<file path="src/rtl/pgen_pkg.sv">
package pgen_pkg;

    localparam int PGEN_SEL_W = 2;

    typedef enum logic [PGEN_SEL_W-1:0] {
        SEL_CNT  = 2'b00,
        SEL_RLD  = 2'b01,
        SEL_CTL  = 2'b10,
        SEL_NONE = 2'b11
    } pgen_sel_e;

endpackage

</file>
<file path="src/rtl/pgen_enable.sv">
module pgen_enable (
    input  logic clk,
    input  logic rst,
    input  logic ctl_wr,
    input  logic ctl_bit,
    input  logic ext_start,
    input  logic tick,
    output logic en_o,
    output logic arm_o,
    output logic start_o
);

    typedef struct packed {
        logic en;
        logic arm;
    } en_st_t;

    en_st_t st_d, st_q;
    logic   start_d;

    always_comb begin
        st_d    = st_q;
        start_d = st_q.en & st_q.arm & tick;
        if (ctl_wr) begin
            st_d.en = ctl_bit;
        end else if (ext_start) begin
            st_d.en = 1'b1;
        end
        if (!st_d.en) begin
            st_d.arm = 1'b0;
        end else if (!st_q.en) begin
            st_d.arm = 1'b1;
        end else if (start_d) begin
            st_d.arm = 1'b0;
        end
    end

    always_ff @(posedge clk) begin
        if (rst) begin
            st_q <= '0;
        end else begin
            st_q <= st_d;
        end
    end

    assign en_o    = st_q.en;
    assign arm_o   = st_q.arm;
    assign start_o = start_d;

    assert_disable_wins_R7: assert property (@(posedge clk) disable iff (rst)
        ctl_wr && !ctl_bit |=> !en_o);

    assert_rise_arms_R3: assert property (@(posedge clk) disable iff (rst)
        $rose(en_o) |-> arm_o);

endmodule

</file>
<file path="src/rtl/pgen_count.sv">
module pgen_count #(
    parameter int CNT_W = 16
) (
    input  logic             clk,
    input  logic             rst,
    input  logic             wr_cnt,
    input  logic             wr_rld,
    input  logic [CNT_W-1:0] wdata,
    input  logic             tick,
    input  logic             run,
    output logic [CNT_W-1:0] cnt_o,
    output logic             uf_o
);

    localparam logic [CNT_W-1:0] ONE = {{(CNT_W-1){1'b0}}, 1'b1};

    typedef struct packed {
        logic [CNT_W-1:0] cnt;
        logic [CNT_W-1:0] rld;
        logic             pend;
    } cnt_st_t;

    cnt_st_t st_d, st_q;
    logic    step;
    logic    uf;

    always_comb begin
        step = run & tick;
        uf   = step & ((!st_q.pend && st_q.cnt == '0) ||
                       (st_q.pend && st_q.rld == '0));
        st_d = st_q;
        if (wr_rld) begin
            st_d.rld = wdata;
        end
        if (wr_cnt) begin
            st_d.cnt  = wdata;
            st_d.pend = 1'b0;
        end else if (uf) begin
            st_d.cnt  = '1;
            st_d.pend = 1'b1;
        end else if (step && st_q.pend) begin
            st_d.cnt  = st_q.rld - ONE;
            st_d.pend = 1'b0;
        end else if (step) begin
            st_d.cnt  = st_q.cnt - ONE;
        end
    end

    always_ff @(posedge clk) begin
        if (rst) begin
            st_q <= '0;
        end else begin
            st_q <= st_d;
        end
    end

    assign cnt_o = st_q.cnt;
    assign uf_o  = uf;

    assert_uf_all_ones_R5: assert property (@(posedge clk) disable iff (rst)
        uf_o && !wr_cnt |=> cnt_o == '1);

    assert_reload_minus_one_R6: assert property (@(posedge clk) disable iff (rst)
        run && tick && st_q.pend && st_q.rld != '0 && !wr_cnt
        |=> cnt_o == $past(st_q.rld - ONE));

    assert_idle_hold_R4: assert property (@(posedge clk) disable iff (rst)
        !(run && tick) && !wr_cnt |=> $stable(cnt_o));

    assert_write_wins_R9: assert property (@(posedge clk) disable iff (rst)
        wr_cnt |=> cnt_o == $past(wdata));

endmodule

</file>
<file path="src/rtl/pgen_outff.sv">
module pgen_outff (
    input  logic clk,
    input  logic rst,
    input  logic start,
    input  logic uf,
    output logic pulse_o,
    output logic irq_o,
    output logic dma_o
);

    typedef struct packed {
        logic lvl;
        logic irq;
        logic dma;
    } out_st_t;

    out_st_t st_d, st_q;

    always_comb begin
        st_d     = st_q;
        st_d.lvl = st_q.lvl ^ (start | uf);
        st_d.irq = uf;
        st_d.dma = uf;
    end

    always_ff @(posedge clk) begin
        if (rst) begin
            st_q <= '0;
        end else begin
            st_q <= st_d;
        end
    end

    assign pulse_o = st_q.lvl;
    assign irq_o   = st_q.irq;
    assign dma_o   = st_q.dma;

    assert_toggle_on_event_R3: assert property (@(posedge clk) disable iff (rst)
        (start || uf) |=> pulse_o != $past(pulse_o));

    assert_hold_no_event_R8: assert property (@(posedge clk) disable iff (rst)
        !(start || uf) |=> $stable(pulse_o));

    assert_req_match_R5: assert property (@(posedge clk) disable iff (rst)
        irq_o == dma_o);

endmodule

</file>
<file path="src/rtl/pgen_channel.sv">
module pgen_channel
    import pgen_pkg::*;
#(
    parameter int CNT_W = 16
) (
    input  logic                  clk,
    input  logic                  rst,
    input  logic                  wr_en,
    input  logic [PGEN_SEL_W-1:0] wr_sel,
    input  logic [CNT_W-1:0]      wr_data,
    input  logic                  tick,
    input  logic                  ext_start,
    output logic [CNT_W-1:0]      cnt_o,
    output logic                  pulse_o,
    output logic                  irq_o,
    output logic                  dma_o
);

    logic wr_cnt, wr_rld, wr_ctl;
    logic en, arm, start, run, uf;

    always_comb begin
        wr_cnt = wr_en && (wr_sel == SEL_CNT);
        wr_rld = wr_en && (wr_sel == SEL_RLD);
        wr_ctl = wr_en && (wr_sel == SEL_CTL);
        run    = en & ~arm;
    end

    pgen_enable u_enable (
        .clk       (clk),
        .rst       (rst),
        .ctl_wr    (wr_ctl),
        .ctl_bit   (wr_data[0]),
        .ext_start (ext_start),
        .tick      (tick),
        .en_o      (en),
        .arm_o     (arm),
        .start_o   (start)
    );

    pgen_count #(.CNT_W(CNT_W)) u_count (
        .clk    (clk),
        .rst    (rst),
        .wr_cnt (wr_cnt),
        .wr_rld (wr_rld),
        .wdata  (wr_data),
        .tick   (tick),
        .run    (run),
        .cnt_o  (cnt_o),
        .uf_o   (uf)
    );

    pgen_outff u_outff (
        .clk     (clk),
        .rst     (rst),
        .start   (start),
        .uf      (uf),
        .pulse_o (pulse_o),
        .irq_o   (irq_o),
        .dma_o   (dma_o)
    );

    assert_stopped_freeze_R8: assert property (@(posedge clk) disable iff (rst)
        !en && !wr_cnt |=> $stable(cnt_o) && $stable(pulse_o));

    assert_no_uf_when_stopped_R8: assert property (@(posedge clk) disable iff (rst)
        !en |-> !uf && !start);

endmodule

</file>
<file path="config.mk">
export PLATFORM = sky130hd
export DESIGN_NAME = pgen_channel
export DESIGN_NICKNAME = d
export VERILOG_FILES = /design/src/rtl/pgen_pkg.sv /design/src/rtl/pgen_enable.sv /design/src/rtl/pgen_count.sv /design/src/rtl/pgen_outff.sv /design/src/rtl/pgen_channel.sv
export SDC_FILE = /design/constraint.sdc
export NUM_CORES = 1
export LEC_CHECK = 0
export BUFFER_PORTS_ARGS = -buffer_cell sky130_fd_sc_hd__buf_2
export CAP_MARGIN = 20
export CELL_PAD_IN_SITES_DETAIL_PLACEMENT = 0
export CELL_PAD_IN_SITES_GLOBAL_PLACEMENT = 2
export CORE_MARGIN = 3
export CORE_UTILIZATION = 25
export DETAILED_ROUTE_END_ITERATION = 8
export PLACE_DENSITY_LB_ADDON = 0.25
export SYNTH_ARGS = -nofsm -noshare
export SYNTH_HDL_FRONTEND = slang
export SYNTH_SLANG_ARGS = --single-unit
</file>
<file path="constraint.sdc">
create_clock -name clk -period 3.2 [get_ports clk]
set_input_delay 0 -clock clk [delete_from_list [all_inputs] [get_ports clk]]
set_output_delay 0 -clock clk [all_outputs]
set_load 0.03 [all_outputs]
</file>
== Word level (Yosys, flattened, before mapping) ==
Cells that the tools add are included.
Storage, ports and cells
  bits of input ports: 23
  output and inout bits: 19
  flip-flop bits (word level): 37
  logic and storage cells: 46
Cells by class
  reduce and logical (&&, ||, !) cells: 15
  bitwise operators: 9
  equal/unequal tests: 3
  mux-type cells: 10
  $add $sub $neg: 2
Operators with widths (number)
  16-bit 2-to-1 mux: 4
  16-bit logical NOT: 2
  16-bit by 1-bit subtractor with 16-bit output (second input constant): 2
  1-bit logical AND: 6
  1-bit 2-to-1 mux: 6
  1-bit bitwise AND: 5
  4-bit nonzero test: 1
  2-bit OR reduction: 2
  2-bit by 1-bit equality test with 1-bit output (second input constant): 1
  2-bit equality test (second input constant): 1
  2-bit logical NOT: 1
  2-bit by 1-bit != test with 1-bit output (second input constant): 1
  1-bit NOT: 2
  2-bit nonzero test: 1
  1-bit logical NOT: 1
  1-bit logical OR: 1
  1-bit OR: 1
  1-bit XOR: 1

== Depth between registers and ports, before layout ==
  word-level depth: 7
  depth in mapped cells: 11
  mapped depth without buffers: 9

== Hierarchy ==
From an unflattened synthesis, not the netlist that was laid out.
Unflattened totals
  cells, all modules: 280
  area total of the unflattened synthesis: 2357.3 um^2
Modules (own cells, without submodules)
  pgen_count: cells each 261, times used 1, area an instance 2158.3 um^2
  pgen_enable: cells each 8, times used 1, area an instance 86.3 um^2
  pgen_outff: cells each 7, times used 1, area an instance 76.3 um^2
  pgen_channel: cells each 4, times used 1, area an instance 36.3 um^2

== Least setup slack after synthesis ==
No wires, ideal clock.
  path kind: reg-to-reg
  start point: register u_count.st_q[0] (netlist bit)
  end point: register u_count.st_q (netlist bit u_count.cnt_o[10])
  data required time: 3.074 ns
  arrival: 2.394 ns
  library setup time: 0.126 ns
  setup slack: 0.680 ns
  cell stages (with the launch flop): 12
  buffers on the path: 2
  clock period less this slack: 2.520 ns
  path through: dfxtp_1 clkbuf_8 nand4b_1 clkbuf_8 mux2i_1 ha_1 inv_1 nor3_1 nand3_1 xnor2_1 a211oi_1 o32ai_2
On the way
  cells in the longest elaborated chain, start to end: 6
Ends and longest elaborated chain
  start, declared: line pgen_count.sv:23  | cnt_st_t st_d, st_q;
  start signal, assigned: line pgen_count.sv:53  | st_q <= st_d;
  1-bit logical NOT: line pgen_count.sv:29  | uf = step & ((!st_q.pend && st_q.cnt == '0) ||
  1-bit logical AND: line pgen_count.sv:29
  1-bit logical OR: line pgen_count.sv:29
  1-bit bitwise AND: line pgen_count.sv:29
  16-bit 2-to-1 mux: line pgen_count.sv:38  | end else if (uf) begin
  16-bit 2-to-1 mux: line pgen_count.sv:35  | if (wr_cnt) begin
Parallel ways exist; a longest one is shown, timed or not.
A chain may end at the register's enable or synchronous reset.

== Final worst setup path ==
  start point: register u_enable.st_q (netlist bit u_enable.en_o)
  end point: register u_count.st_q (netlist bit u_count.cnt_o[10])
On the way
  cells in the longest elaborated chain, start to end: 6
Ends and longest elaborated chain
  start, declared: line pgen_enable.sv:18  | en_st_t st_d, st_q;
  start signal, assigned: line pgen_enable.sv:42  | st_q <= st_d;
  1-bit bitwise AND *: line pgen_channel.sv:26  | run = en & ~arm;
  1-bit bitwise AND *: line pgen_count.sv:28  | step = run & tick;
  1-bit logical AND: line pgen_count.sv:41  | end else if (step && st_q.pend) begin
  16-bit 2-to-1 mux: line pgen_count.sv:41
  16-bit 2-to-1 mux: line pgen_count.sv:38
  16-bit 2-to-1 mux: line pgen_count.sv:35
Mark *: on every way between the ends. The rest lies on a longest branch, timed or not.

==> metrics <==
outcome=finished, final reports clean; Max Root-Sink Buffers=2; ANT nets after route=0; PwrDens=459.1 nW/um^2; PostCTS Resize Cnt=0; Worst Hold Class=in -> reg; drt first pass iters=4; CP required=3340 ps; max-slew violation count=0; CTS tree=built; nets=345; Ports=42; fin worst setup slack=616.4 ps; Max Clk Rate=387.1 MHz; post-synthesis instance total=282; synthesized area per cell=8.195 sq um; asr flop ratio synth=0; die height=102.1 microns; Seq/Total Area, Yosys=0.3205; Place WS=615.6 ps; remaining global-route overflow=0; largest net degree at the start of global routing=39; period utilisation layout=0.8074; HPWL Detailed=5.185 mm; Die X=102.1 microns; Lkg Pwr=1.057 nW; global-route wire length before repair=12.07 mm; Clock Skew=6.744 ps; CP max FO=6; post-synthesis cell area=2311 sq um; P&R area growth vs syn=17.00%; CP Capture Type=flip-flop; vias per cell=4.972; residual DRC count=0; critical path startpoint category=flip-flop; share of layout cells above drive strength 1=0.1963; RSZ-0062 raised after global routing=no; core area=8848 sq um; final wirelength=7.318 mm; H-tree levels=2; worst endpoint data arrival time=2730 ps; post-synth cell types=51; number of global-route vias before repair=2,154; routability congestion estimate=0.7945; WS Path Type=reg -> reg; main flop type after synthesis=dfxtp_1; Initial DRC Count=97; Sink Count=37; clk root buf=clkbuf_8; Final setup viols=0; number of synthesized flops with an enable pin=0; Ant. Diodes=0; clock-pin slew on the worst setup and hold paths=70 ps; # port buffers=41; Max Cap Viol=0; Tot GR Track Use=0.1493; syn_nets=306; FP Rows=34; Tmin final=2584 ps; die area=10,430 sq um; initial antenna violation count=0; final setup TNS=0 ps; DR vias=2,133; IR drop worst, VDD=0.1237 mV; Synth Register Bits=37; Fin. Hold Viols=0; Synth warnings=0; Slew @ Worst Pin=792.1 ps; clk_lat worst skew=280 ps; per-cell routed wire length=17.06 microns; CTS buffer count=5; Slew HR=0.4690; Initial Utilization=0.2612
==> area by class of cell <==
cell class              instances  area (sq um)
repair buffers                 63         410.4
well taps                     108         135.1
inverters                       1         3.754
fillers                       981          6145
multi-input cells             213          1328
flip-flops and latches         37         740.7
clock buffers                   7         86.33
==> per-layer routing <==
metal | GRT usage | share of wire | vias to the layer above
met5 | 0 | 0 | -
met4 | 0.03027 | 0.0061 | 0
met3 | 0.02526 | 0.048 | 4
met2 | 0.2354 | 0.46 | 54
met1 | 0.2149 | 0.49 | 980
li1 | - | - | 1095
==> path summary, 6_finish.rpt <==
kind	start	endpoint	slack [ps]	cells past startpoint
worst max-delay path	u_enable.en_o$_SDFF_PP0_	u_count.cnt_o[10]$_SDFFE_PP0P_	620	9
worst min-delay path	ext_start	u_enable.en_o$_SDFF_PP0_	40	3
worst max register to register	u_enable.en_o$_SDFF_PP0_	u_count.cnt_o[10]$_SDFFE_PP0P_	620	9
worst min register to register	u_count.st_q[13]$_SDFFE_PP0P_	u_count.st_q[13]$_SDFFE_PP0P_	480	2
==> power by group <==
group	internal (mW)	switching, mW
Combinational	0.157	0.221
Sequential	0.488	0.0414
Clock	0.171	0.163
Total	0.816	0.425
==> cell usage in the layout (no fill, tap or decap), types with 3 or more instances in the layout <==
cell	count
nand3_1	3
xnor2_1	7
mux2i_1	9
dlygate4sd3_1	16
clkbuf_8	6
o221ai_1	3
nand4b_1	3
nor3_1	14
nor2_1	21
xor2_1	9
o21ai_0	6
dfxtp_1	37
buf_4	6
a211oi_1	11
nand2b_1	5
nor4_1	8
buf_2	41
nand2_1	41
a21oi_1	25
o22ai_1	11
==> per-stage QoR <==
| stage | std cells | instance area, sq um | total power [mW] | hold slack (ps) | utilization |
|---|---|---|---|---|---|
| finish | 429 | 2704 | 1.241 | 38.06 | 0.3056 |
| CTS | 429 | 2704 | 1.260 | 35.88 | 0.3056 |
| global placement | 406 | 2457 | 0.9085 | 257.1 | 0.2777 |
| global route | 429 | 2704 | 1.322 | 84.21 | 0.3056 |
| detailed placement | 406 | 2457 | 0.9035 | 261.3 | 0.2777 |
| floorplan | 282 | 2311 | 0.8198 | 136.0 | - |
==> cell families (layout without fill, tap and decap cells) <==
logic type / count (synthesis) / count (layout) / share of synthesized area
AO/OA/AOI/OAI: 69 / 69 / 0.2020
XOR/XNOR: 16 / 16 / 0.06064
adder cells (fa/ha/maj): 1 / 1 / 0.005413
buffers and inverters: 32 / 71 / 0.1050
flip-flops: 37 / 37 / 0.3205
multiplexers: 9 / 9 / 0.03898
AND/OR/NAND/NOR: 118 / 118 / 0.2675
==> flip-flops by register name, summed over array words and instances (netlist names) <==
name	flops
u_count.st_q	17
u_count.cnt_o	16
u_enable.arm_o	1
u_enable.en_o	1
u_outff.irq_o	1
u_outff.pulse_o	1
==> cells in the mapped netlist (5+ instances only) <==
cell type / count / area share
clkbuf_8: 5 / 0.030
nor4_1: 8 / 0.022
nand2b_1: 5 / 0.014
a21oi_1: 25 / 0.054
nor2_1: 21 / 0.034
xnor2_1: 7 / 0.027
o22ai_1: 11 / 0.030
mux2i_1: 9 / 0.039
buf_4: 17 / 0.055
nor3_1: 14 / 0.030
dfxtp_1: 37 / 0.32
o21ai_0: 6 / 0.013
xor2_1: 9 / 0.034
nand2_1: 41 / 0.067
a211oi_1: 11 / 0.036
clkbuf_1: 6 / 0.0097
==> critical path, cell delays in order (launching register included) <==
cell,delay [ps]
dfxtp_1,420
nand4b_1,250
mux2i_1,270
ha_1,280
inv_1,120
nor3_1,390
nand3_1,160
xnor2_1,140
a211oi_1,290
o32ai_2,120
==> timing repair <==
item / 4_1_cts / 5_1_grt
setup buffers: 0 / 0
hold buffers: 16 / 0
endpoints found under the hold margin: 17 / 0
Power figures use the tool's default switching activity.
